--- config.mk ---
export PLATFORM = sky130hd
export DESIGN_NAME = rstack_guard
export DESIGN_NICKNAME = d
export VERILOG_FILES = /design/src/rtl/rsg_pkg.sv /design/src/rtl/rsg_store.sv /design/src/rtl/rsg_ptr.sv /design/src/rtl/rsg_flags.sv /design/src/rtl/rstack_guard.sv
export SDC_FILE = /design/constraint.sdc
export NUM_CORES = 1
export LEC_CHECK = 0
export ABC_CLOCK_PERIOD_IN_PS = 6590
export BUFFER_PORTS_ARGS = -buffer_cell sky130_fd_sc_hd__buf_2
export CAP_MARGIN = 20
export CELL_PAD_IN_SITES_DETAIL_PLACEMENT = 0
export CELL_PAD_IN_SITES_GLOBAL_PLACEMENT = 1
export CORE_ASPECT_RATIO = 0.9
export CORE_MARGIN = 4
export CORE_UTILIZATION = 56
export DETAILED_ROUTE_END_ITERATION = 16
export PLACE_DENSITY_LB_ADDON = 0.1
export REMOVE_ABC_BUFFERS = 1
export SLEW_MARGIN = 20
export SYNTH_ARGS = -nofsm -noshare
export SYNTH_HDL_FRONTEND = slang
export SYNTH_HIERARCHICAL = 1
export SYNTH_SLANG_ARGS = --single-unit
--- constraint.sdc ---
create_clock -name clk -period 6.59 [get_ports clk]
set_input_delay 0.9885 -clock clk [delete_from_list [all_inputs] [get_ports clk]]
set_output_delay 0.9885 -clock clk [all_outputs]
set_load 0.01 [all_outputs]
--- src/rtl/rsg_pkg.sv ---
package rsg_pkg;

   // Request decode, bit 1 = push, bit 0 = pop.
   typedef enum logic [1:0] {
      OP_IDLE = 2'b00,
      OP_POP  = 2'b01,
      OP_PUSH = 2'b10,
      OP_BOTH = 2'b11
   } rsg_op_e;

   // Events produced by the pointer unit for the flag unit.
   typedef struct packed {
      logic ovf;
      logic unf;
   } rsg_evt_t;

endpackage

--- src/rtl/rsg_store.sv ---
module rsg_store #(
   parameter int DEPTH       = 31,
   parameter int AW          = 21,
   parameter int PW          = 5,
   parameter bit ENTRY_RESET = 1'b1
) (
   input  logic          clk,
   input  logic          por_n,
   input  logic          wr_en,
   input  logic [PW-1:0] wr_idx,
   input  logic [AW-1:0] wr_data,
   input  logic [PW-1:0] live_cnt,
   output logic [AW-1:0] tos
);

   logic [AW-1:0] ent_rd [DEPTH];

   for (genvar i = 0; i < DEPTH; i++) begin : g_ent
      logic [AW-1:0] q;
      logic          hit;

      assign hit = wr_en && (wr_idx == PW'(i));

      if (ENTRY_RESET) begin : g_rst
         always_ff @(posedge clk or negedge por_n) begin
            if (!por_n)   q <= '0;
            else if (hit) q <= wr_data;
         end
      end else begin : g_nrst
         always_ff @(posedge clk) begin
            if (hit) q <= wr_data;
         end
      end

      assign ent_rd[i] = q;
   end

   // Top of stack: entry live_cnt-1, zero when nothing is live.
   always_comb begin
      tos = '0;
      for (int k = 0; k < DEPTH; k++) begin
         if (live_cnt == PW'(k + 1)) tos = ent_rd[k];
      end
   end

endmodule

--- src/rtl/rsg_ptr.sv ---
module rsg_ptr
   import rsg_pkg::*;
#(
   parameter int DEPTH = 31,
   parameter int PW    = 5
) (
   input  logic          clk,
   input  logic          por_n,
   input  logic          core_rst,
   input  logic          push,
   input  logic          pop,
   output logic [PW-1:0] cnt,
   output logic          wr_en,
   output logic [PW-1:0] wr_idx,
   output rsg_evt_t      evt
);

   localparam logic [PW-1:0] CNT_TOP = PW'(DEPTH);
   localparam logic [PW-1:0] ONE     = PW'(1);

   rsg_op_e       op;
   logic [PW-1:0] cnt_nxt;

   always_comb begin
      op      = core_rst ? OP_IDLE : rsg_op_e'({push, pop});
      cnt_nxt = cnt;
      wr_en   = 1'b0;
      wr_idx  = '0;
      evt     = '0;
      unique case (op)
         OP_PUSH: begin
            if (cnt == CNT_TOP) begin
               evt.ovf = 1'b1;
            end else begin
               wr_en   = 1'b1;
               wr_idx  = cnt;
               cnt_nxt = cnt + ONE;
            end
         end
         OP_POP: begin
            if (cnt == '0) evt.unf = 1'b1;
            else           cnt_nxt = cnt - ONE;
         end
         OP_BOTH: begin
            wr_en = 1'b1;
            if (cnt == '0) begin
               evt.unf = 1'b1;
               wr_idx  = '0;
               cnt_nxt = ONE;
            end else begin
               wr_idx  = cnt - ONE;
            end
         end
         default: ;
      endcase
   end

   always_ff @(posedge clk or negedge por_n) begin
      if (!por_n)        cnt <= '0;
      else if (core_rst) cnt <= '0;
      else               cnt <= cnt_nxt;
   end

endmodule

--- src/rtl/rsg_flags.sv ---
module rsg_flags
   import rsg_pkg::*;
(
   input  logic     clk,
   input  logic     por_n,
   input  rsg_evt_t evt,
   input  logic     clr,
   input  logic     rst_en,
   output logic     full_flag,
   output logic     under_flag,
   output logic     reset_req
);

   logic req_stage;

   // Sticky flags: a fault in the clear cycle wins over the clear.
   always_ff @(posedge clk or negedge por_n) begin
      if (!por_n) begin
         full_flag  <= 1'b0;
         under_flag <= 1'b0;
      end else begin
         full_flag  <= evt.ovf | (full_flag  & ~clr);
         under_flag <= evt.unf | (under_flag & ~clr);
      end
   end

   // Two registers: the flag shows first, the request one cycle later.
   always_ff @(posedge clk or negedge por_n) begin
      if (!por_n) begin
         req_stage <= 1'b0;
         reset_req <= 1'b0;
      end else begin
         req_stage <= (evt.ovf | evt.unf) & rst_en;
         reset_req <= req_stage;
      end
   end

endmodule

--- src/rtl/rstack_guard.sv ---
module rstack_guard
   import rsg_pkg::*;
#(
   parameter int DEPTH       = 31,
   parameter int AW          = 21,
   parameter bit ENTRY_RESET = 1'b1,
   localparam int PW         = $clog2(DEPTH + 1)
) (
   input  logic          clk,
   input  logic          por_n,
   input  logic          core_rst,
   input  logic          fault_rst_en,
   input  logic          push_req,
   input  logic          pop_req,
   input  logic [AW-1:0] push_pc,
   input  logic          flag_clr,
   output logic [AW-1:0] tos_pc,
   output logic [PW-1:0] level,
   output logic          full_flag,
   output logic          under_flag,
   output logic          reset_req
);

   if (DEPTH < 2) begin : g_bad_depth
      $error("rstack_guard: DEPTH must be at least 2");
   end
   if (AW < 1) begin : g_bad_aw
      $error("rstack_guard: AW must be at least 1");
   end

   logic          wr_en;
   logic [PW-1:0] wr_idx;
   rsg_evt_t      evt;

   rsg_ptr #(.DEPTH(DEPTH), .PW(PW)) u_ptr (
      .clk      (clk),
      .por_n    (por_n),
      .core_rst (core_rst),
      .push     (push_req),
      .pop      (pop_req),
      .cnt      (level),
      .wr_en    (wr_en),
      .wr_idx   (wr_idx),
      .evt      (evt)
   );

   rsg_store #(.DEPTH(DEPTH), .AW(AW), .PW(PW), .ENTRY_RESET(ENTRY_RESET)) u_store (
      .clk      (clk),
      .por_n    (por_n),
      .wr_en    (wr_en),
      .wr_idx   (wr_idx),
      .wr_data  (push_pc),
      .live_cnt (level),
      .tos      (tos_pc)
   );

   rsg_flags u_flags (
      .clk        (clk),
      .por_n      (por_n),
      .evt        (evt),
      .clr        (flag_clr),
      .rst_en     (fault_rst_en),
      .full_flag  (full_flag),
      .under_flag (under_flag),
      .reset_req  (reset_req)
   );

endmodule

== After elaboration in Yosys (flattened, before gate mapping) ==
Index checks and enable logic that the tools add are counted.

* Muxes and demuxes: 46
* Bitwise gates (word level): 7
* $add $sub $neg: 2
* Eq/ne operators: 67
* Reductions and logical operators: 36

{| class="wikitable"
|+ Operator list
! operator !! number
|-
| $mux 21 || 31
|-
| $eq 5x5->1 const B || 31
|-
| $eq 5x4->1 const B || 16
|-
| $eq 5x3->1 const B || 8
|-
| $logic_and 1x1->1 || 31
|-
| $mux 5 || 6
|-
| $eq 5x2->1 const B || 4
|-
| $pmux 5 s3 || 1
|-
| $eq 5x1->1 const B || 2
|-
| $logic_not 5->1 || 2
|-
| $pmux 5 s2 || 1
|-
| $ne 3x3->1 const B || 2
|-
| $add 5x1->5 const B || 1
|-
| $mux 1 || 5
|-
| $sub 5x1->5 const B || 1
|-
| $eq 2x2->1 const B || 2
|-
| $reduce_and 4->1 || 1
|-
| $reduce_bool 4->1 || 1
|-
| $and 1x1->1 || 3
|-
| $ne 3x2->1 const B || 1
|-
| $or 1x1->1 || 3
|-
| $eq 2x1->1 const B || 1
|-
| $mux 2 || 1
|-
| $pmux 1 s2 || 1
|-
| 2 further kinds || 2
|}

* Output and inout bits: 29
* Bits of input ports: 28
* Word-level logic and storage cells: 194
* Bits in registers: 660

== Longest topological paths before layout ==
Gate-level depths: netlist (run 1).

* Depth after elaboration: 32
* Depth in mapped cells: 12
* Mapped depth without buffers: 11

== Modules after synthesis ==
The synthesis (run 1) kept the hierarchy.

{| class="wikitable"
|+ By module, submodules not included
! module !! instances !! sequential area each (um^2) !! cells an instance !! area each (um^2)
|-
| rsg_store || 1 || 16290.6 || 2530 || 30979.7
|-
| rsg_ptr || 1 || 125.1 || 77 || 640.6
|-
| rsg_flags || 1 || 100.1 || 8 || 126.4
|}

== Worst setup path after synthesis (run 1) ==
No wires, ideal clock.

* Kind: input-to-reg
* From: input pop_req
* To: register u_store.g_ent[28].q[0]
* Data arrival time: 3.044 ns
* Buffers on the path: 2
* Setup time: 0.125 ns
* Slack: 3.421 ns
* Stages: 8
* Data required time: 6.465 ns
* Cells stage by stage: clkbuf_1 > nand4b_1 > o21ai_0 > o2bb2ai_1 > nand2_1 > nor4_1 > clkbuf_1 > mux2_2

* Word-level cells in the longest chain between the ends: 5
* Elaborated cells between the ends (all ways): 7
* Classes of those cells: eq/ne (3); mux (3); reduce/logical (1)

{| class="wikitable"
|+ Ends and longest elaborated chain
! item !! line !! text
|-
| start, declared || rstack_guard.sv:14 || <nowiki>input logic pop_req,</nowiki>
|-
| $mux 2 * || rsg_ptr.sv:25 || <nowiki>op = core_rst ? OP_IDLE : rsg_op_e'({push, pop});</nowiki>
|-
| $eq 2x2->1 || rsg_ptr.sv:30 || <nowiki>unique case (op)</nowiki>
|-
| $pmux 5 s2 * || rsg_ptr.sv:30 ||
|-
| named net wr_idx[3] || rstack_guard.sv:32 || <nowiki>logic [PW-1:0] wr_idx;</nowiki>
|-
| $eq 5x5->1 * || rsg_store.sv:22 || <nowiki>assign hit = wr_en && (wr_idx == PW'(i));</nowiki>
|-
| $logic_and 1x1->1 * || rsg_store.sv:22 ||
|-
| end signal, assigned || rsg_store.sv:27 || <nowiki>else if (hit) q <= wr_data;</nowiki>
|-
| end, declared || rsg_store.sv:19 || <nowiki>logic [AW-1:0] q;</nowiki>
|}

Mark *: on every way through the listed nets, which the timed path passes. The rest lies on a longest branch.
A chain may end at the register's enable or synchronous reset.

== Worst setup path in the final report (run 1) ==
* From: register u_ptr.cnt[0]
* To: output tos_pc[5]

* Word-level cells in the longest chain between the ends: 32
* Elaborated cells between the ends (all ways): 62
* Classes of those cells: eq/ne (31); mux (31)

{| class="wikitable"
|+ Ends and longest elaborated chain
! item !! line !! text
|-
| start, declared || rsg_ptr.sv:12 || <nowiki>output logic [PW-1:0] cnt,</nowiki>
|-
| start signal, assigned || rsg_ptr.sv:61 || <nowiki>else cnt <= cnt_nxt;</nowiki>
|-
| $eq 5x1->1 || rsg_store.sv:42 || <nowiki>if (live_cnt == PW'(k + 1)) tos = ent_rd[k];</nowiki>
|-
| $mux 21 (30 in series) || rsg_store.sv:42 ||
|-
| $mux 21 * || rsg_store.sv:42 ||
|-
| end, declared || rstack_guard.sv:17 || <nowiki>output logic [AW-1:0] tos_pc,</nowiki>
|}

Every way passes the cells marked *; elsewhere a longest branch is shown, timed or not.

==> run summary, run 1 <==
* I/O Buffers: 56
* synth-to-layout area growth: 9.75%
* number of gates given a new drive strength after cts: 0
* Routed Antenna Nets: 0
* total congestion overflow after global routing: 0
* detailed-route via count: 22600
* EDFF count, synth: 0
* clock edge transition at the registers on the reported setup and hold paths: 0.06 ns
* required time of the critical path: 5.60 ns
* Std-Cell Core Area: 55900 sq um
* clock tree from TritonCTS: yes
* FF+latch count, synth: 660
* largest net degree at the start of global routing: 179
* number of buffers created by CTS: 70
* compound-gate portion of the synthesized area: 12.0%
* depth of the worst register-to-register path: 8
* sum of net half-perimeters after detailed placement: 60200 um
* final routed DRC violation total: 0
* Final Max Slew Viols: 0
* number of setup buffers added after CTS: 0
* final routed wire length divided by cell count: 29.1 um
* TritonCTS Sinks: 660
* final weighted congestion in routability-driven placement: 0.891
* Distinct cells, synth: 82
* maximum buffer depth of the clock tree: 3
* met1 Use GR: 45.2%
* total wire length after detailed routing: 98000 um
* post-synth top area cell: dfrtp_1
* Die Area: 60600 sq um
* Yosys warning total: 6
* number of DRC markers after the initial detailed-route iteration: 2220
* GRT busiest layer: met2
* Worst Setup End Kind: output pin
* CTS root buffer: clkbuf_16
* number of buffers added to fix hold violations after cts: 0
* Hold Path Cell Cnt: 0
* final standard cell count with taps included and fillers excluded: 3366
* worst reg2reg setup slack: 1.94 ns
* Nets: 2592
* Die Wd: 259 um
* Period minus WS final: 5.27 ns
* result of the run: complete, no violations
* netlist area before placement: 31700 sq um
* antenna violations before repair: 1
* flip-flop cell with the highest count after synthesis: dfrtp_1
* met2 layer usage reported by global route: 50.9%
* Fill cells: 4384
* proportion of netlist area held by the largest area contributor: 52.0%
* unrepaired setup endpoints after global routing: no
* worst voltage drop across the vdd grid: 0.212 mV
* most used standard cells in the synthesized netlist: mux2_2, dfrtp_1, clkbuf_1, a21oi_1, nand2_1
* Synth Area in Simple Gates: 5.71%
* average instance area after synthesis: 12.1 sq um
* post-synthesis instance total: 2615
* vias in the first global route: 23000
* Critical Path Source Type: flop
* worst clock skew on the final layout: 0.0249 ns
* Antenna Cells: 0
* post-route worst setup slack: 1.32 ns
* Placement Setup Slack: 1.98 ns
* Rel. slew slack: 22.5%
* placed cells: 3242
* Async S/R FF share, synth: 100%
* number of maximum-capacitance constraint violations: 0
* post-route total power: 0.0113 W
* transition at the pin with the smallest max-transition slack: 1.16 ns
* Worst-Skew Late Latency: 0.62 ns
* type of the worst setup path: reg2out
* fin crit share: 79.9%
* maximum frequency from static timing analysis: 0.190 GHz
* reported leakage power: 16.5 nW
* portion of the post-synthesis area used by sequential elements: 52.0%
* H-Tree Depth: 3
* layout cell share with drive strength beyond 1: 36.6%
* number of setup violations in the final report: 0
* type of the tightest min-delay check: reg2reg
* FP Rows: 82
* peak fanout along the critical path: 59
* data arrival time of the critical path: 4.28 ns
* power density over cell area: 325 nW/um^2
* mux contribution to synthesized area: 26.4%
* initial core utilization: 56.8%
* top area cells in the synthesized netlist: dfrtp_1, mux2_2, mux2i_1
* first-pass GRT wire length: 148000 um
* GR Util All Layers: 32.3%
* met3 track demand over resource: 5.19%
* xor and xnor fraction of the mapped netlist area: 0.0552%
* dominant combinational cell family by area after synthesis: multiplexers
* die extent in y: 234 um
* final count of hold timing violations: 0
* number of detailed-route iterations in the first pass: 6
* fraction of the mapped netlist area in adder cells: 0.236%
* most repeated cell in the gate-level netlist after synthesis: mux2_2
* Via-to-Cell Ratio: 6.72
* I/O pins: 57
==> cells in the final DEF, fill, tap and decap left out, types with 13 or more instances in the layout <==
master / Yosys / layout
a31oi_1: 20 / 20
o211ai_1: 20 / 20
nor2_1: 79 / 66
nand2_1: 120 / 119
nor2b_1: 22 / 20
o21ai_0: 113 / 113
clkbuf_8: 0 / 18
nand3_1: 13 / 13
clkbuf_16: 0 / 73
a221oi_1: 13 / 13
dfrtp_1: 660 / 655
nand2b_1: 19 / 17
or3_1: 18 / 18
o221ai_1: 24 / 24
mux2_2: 673 / 673
a211o_1: 18 / 18
buf_4: 8 / 63
a211oi_1: 24 / 24
a21oi_1: 121 / 121
a22oi_1: 19 / 19
clkbuf_1: 141 / 18
buf_2: 70 / 55
o22ai_1: 96 / 96
nor3_1: 28 / 24
mux2i_1: 70 / 70
==> area by class of cell <==
type                    instances  area [sq um]  share of cell area, %
inverters                      10          37.5                  0.108
well taps                     756           946                   2.71
clock buffers                 109          2140                   6.15
clock inverters                15           179                  0.514
repair buffers                122           823                   2.36
flip-flops and latches        660         16500                   47.4
multi-input cells            1694         14200                   40.7
==> worst max-delay path: stages, from the launching register on <==
cell      delay (ns)
dfrtp_4         0.97
buf_4           0.77
nand2b_1        0.65
a21oi_1         0.09
nor4_1          0.47
o211ai_1        0.26
a31o_1          0.28
buf_2           0.14
==> layer usage <==
metal	up-vias	share of wire (%)	routed length, um
met4	0	4.5	4410
met2	973	46	45200
met3	251	6.8	6670
met1	11900	43	41700
li1	9542	-	-
met5	-	0	0
==> kinds of logic (layout without fill, tap and decap cells) <==
| group | Yosys count | after routing |
|---|---|---|
| xor+xnor | 2 | 2 |
| flops | 660 | 660 |
| mux | 749 | 749 |
| simple gates | 360 | 360 |
| buf+inv | 261 | 256 |
| fa+ha+maj | 6 | 6 |
| compound gates | 577 | 577 |
==> worst paths after layout <==
path	from	to
setup / recovery	u_ptr/cnt[0]	tos_pc[5]
hold / removal	u_flags/req_stage	u_flags/reset_req
setup reg to reg	u_ptr/cnt[0]	u_store/g_ent[10].q[12]
hold reg to reg	u_flags/req_stage	u_flags/reset_req
max in group asynchronous	por_n	u_ptr/cnt[0]
min in group asynchronous	por_n	u_flags/reset_req
==> state kept, by name, summed over array words and instances, names as in the netlist <==
name	cells
u_store/g_ent.q	651
u_flags/reset_req	1
u_flags/req_stage	1
u_flags/full_flag	1
u_ptr/cnt	5
u_flags/under_flag	1
==> per-stage QoR <==
stage | util [%] | area (sq um) | hold WS (ns) | setup TNS [ns]
final | 62.3 | 34800 | 0.346 | 0
after global routing | 62.3 | 34800 | 0.361 | 0
after CTS | 62.3 | 34800 | 0.348 | 0
after detailed placement | 58.2 | 32500 | 0.335 | 0
after global placement | 58.2 | 32500 | 0.337 | 0
after floorplan | - | 30600 | 0.331 | -122.75
==> report_power, final <==
group,leakage (nW),switching (W),internal [W]
Clock,1.14,0.00165,0.00235
Sequential,9.05,0.000321,0.00451
Combinational,6.29,0.00154,0.000963
Total,16.5,0.00351,0.00782
No activity file was read; power rests on OpenSTA's default activity.
==> run 2, diff against run 1 <==
- ABC_CLOCK_PERIOD_IN_PS: 6590 -> 4650
- CORE_UTILIZATION: 56 -> 47
- clock period: 6.59 -> 4.65 ns (I/O delays scaled with it)
==> run 2 against run 1 <==
Net effect:
- utilization decreased by 9.4 points
- combinational power rose by 53%
- clock-buffer cell count fell by 1
- flip-flop and latch count did not move
- sequential power is 41% higher
- design area up 1.8%
- largest cell class unchanged
==> run summary, run 2 (synthesis gave the netlist of run 1 again) <==
* Cell Area, Placed: 33200 sq um
* depth of the worst register-to-register path: 10
* CP peak stage delay: 0.81 ns
* sum of net half-perimeters after detailed placement: 64600 um
* total congestion overflow after global routing: 0
* worst clock skew on the final layout: 0.0139 ns
* number of setup violations in the final report: 0
* H-Tree Depth: 3
* CTS root buffer: clkbuf_16
* I/O pins: 57
* buffers plus inverters on the worst setup path: 2
* post-route total power: 0.0162 W
* Routed Antenna Nets: 0
* final routed DRC violation total: 0
* Largest register FFs: 651
* type of the tightest min-delay check: in2async
* maximum frequency from static timing analysis: 0.224 GHz
* result of the run: complete, no violations
* dominant delay contributor by cell family on the critical path: compound AO/OA/AOI/OAI gates
* number of buffers added to fix hold violations after cts: 0
* Rel. slew slack: 40.4%
* first-pass GRT wire length: 153000 um
* power density over cell area: 457 nW/um^2
* Stages on worst setup path: 8
* number of detailed-route iterations in the first pass: 5
* highest-delay cell along the critical path: dfrtp_4
* die extent in y: 255 um
* synth-to-layout area growth: 11.7%
* commonest non-fill, non-tap cells in the layout: mux2_2, dfrtp_1, a21oi_1, nand2_1, o21ai_0
* Via-to-Cell Ratio: 6.36
* FP Rows: 90
* Std-Cell Core Area: 67000 sq um
* antenna violations before repair: 0
* setup TNS: 0 ns
* number of maximum-capacitance constraint violations: 0
* unrepaired setup endpoints after global routing: no
* Worst-Skew Late Latency: 0.62 ns
* largest net degree at the start of global routing: 112
* vias in the first global route: 22900
* layout cell share with drive strength beyond 1: 37.7%
* required time of the critical path: 3.95 ns
* Worst Setup End Kind: output pin
* area taken by multi-input logic gates: 14200 sq um
* final count of hold timing violations: 0
* GR Util All Layers: 28.5%
* worst voltage drop across the vdd grid: 0.278 mV
* Antenna Cells: 0
* transition at the pin with the smallest max-transition slack: 0.893 ns
* Die Wd: 282 um
* number of DRC markers after the initial detailed-route iteration: 1960
* worst-path cell chain: buf_4, nor3b_2, nand2_1, o32ai_1, a221o_1, o221ai_1, a22o_1, buf_2
* total wire length after detailed routing: 102000 um
* final routed wire length divided by cell count: 28.9 um
* Critical Path Source Type: flop
* Final Max Slew Viols: 0
* reported leakage power: 16.8 nW
* type of the worst setup path: reg2out
* number of buffers created by CTS: 73
* fin crit share: 96.1%
* clock edge transition at the registers on the reported setup and hold paths: 0.06 ns
* Nets: 2651
* peak fanout along the critical path: 45
* number of setup buffers added after CTS: 0
* data arrival time of the critical path: 3.77 ns
* TritonCTS Sinks: 660
* detailed-route via count: 22500
* largest reg by FF count: u_store/g_ent.q
* I/O Buffers: 56
* maximum buffer depth of the clock tree: 3
* Seq. cell area: 16500 sq um
* Fill cells: 5820
* final non-filler cell area: 35500 sq um
* initial core utilization: 47.4%
* largest registers in the final layout: u_store/g_ent.q x651, u_ptr/cnt x5
* clock tree from TritonCTS: yes
* leading cell type in the layout, fill and taps excluded: mux2_2
* Period minus WS final: 4.47 ns
* final weighted congestion in routability-driven placement: 0.822
* Die Area: 71800 sq um
[run 2: metrics by stage]
stage	util (%)	worst slack [ns]	hold WS, ns	instances
2_1_floorplan	-	-3.15	0.331	2364
3_3_place_gp	49.5	0.706	0.334	3416
3_5_place_dp	49.5	0.657	0.356	3416
4_1_cts	52.9	0.0471	0.136	3541
5_1_grt	52.9	0.0610	0.157	3541
6_report	52.9	0.181	0.114	3541
[run 2: final timing paths]
path | from | to | slack [ns]
max | u_ptr/cnt[2] | tos_pc[17] | 0.18
min | por_n | u_store/g_ent[7].q[16] | 0.11
max reg2reg | u_ptr/cnt[1] | u_store/g_ent[17].q[12] | 0.57
min reg2reg | u_flags/req_stage | u_flags/reset_req | 0.37
max in group asynchronous | por_n | u_store/g_ent[16].q[5] | 3.38
min in group clk | fault_rst_en | u_flags/req_stage | 0.31
[run 2: repair_timing]
action | 4_1_cts | 5_1_grt
gates resized for setup | 0 | 3
hold endpoints to repair | 0 | 0
endpoints found under the setup margin | 0 | 1
[run 2: metal layers]
metal | vias up | part of all wire [%] | GRT usage, % | wire [um]
li1 | 9682 | - | - | -
met1 | 11800 | 44 | 39.8 | 45000
met2 | 822 | 46 | 44.9 | 46700
met3 | 204 | 6.4 | 5.18 | 6540
met4 | 0 | 4.0 | 10.5 | 4120
met5 | - | 0 | 0 | 0
[run 2: power breakdown]
group	leakage (nW)	internal (W)	total, W	switching, W
Clock	1.12	0.00323	0.00559	0.00236
Combinational	6.59	0.00151	0.00382	0.00231
Sequential	9.05	0.00639	0.00680	0.000406
Total	16.8	0.0111	0.0162	0.00507
[run 2: final cells by class]
class                   count  share of cell area (%)
clock buffers             108                    6.04
clock inverters            17                   0.349
inverters                  10                   0.106
multi-input cells        1694                    39.9
flip-flops and latches    660                    46.6
well taps                 874                    3.08
repair buffers            178                    3.86
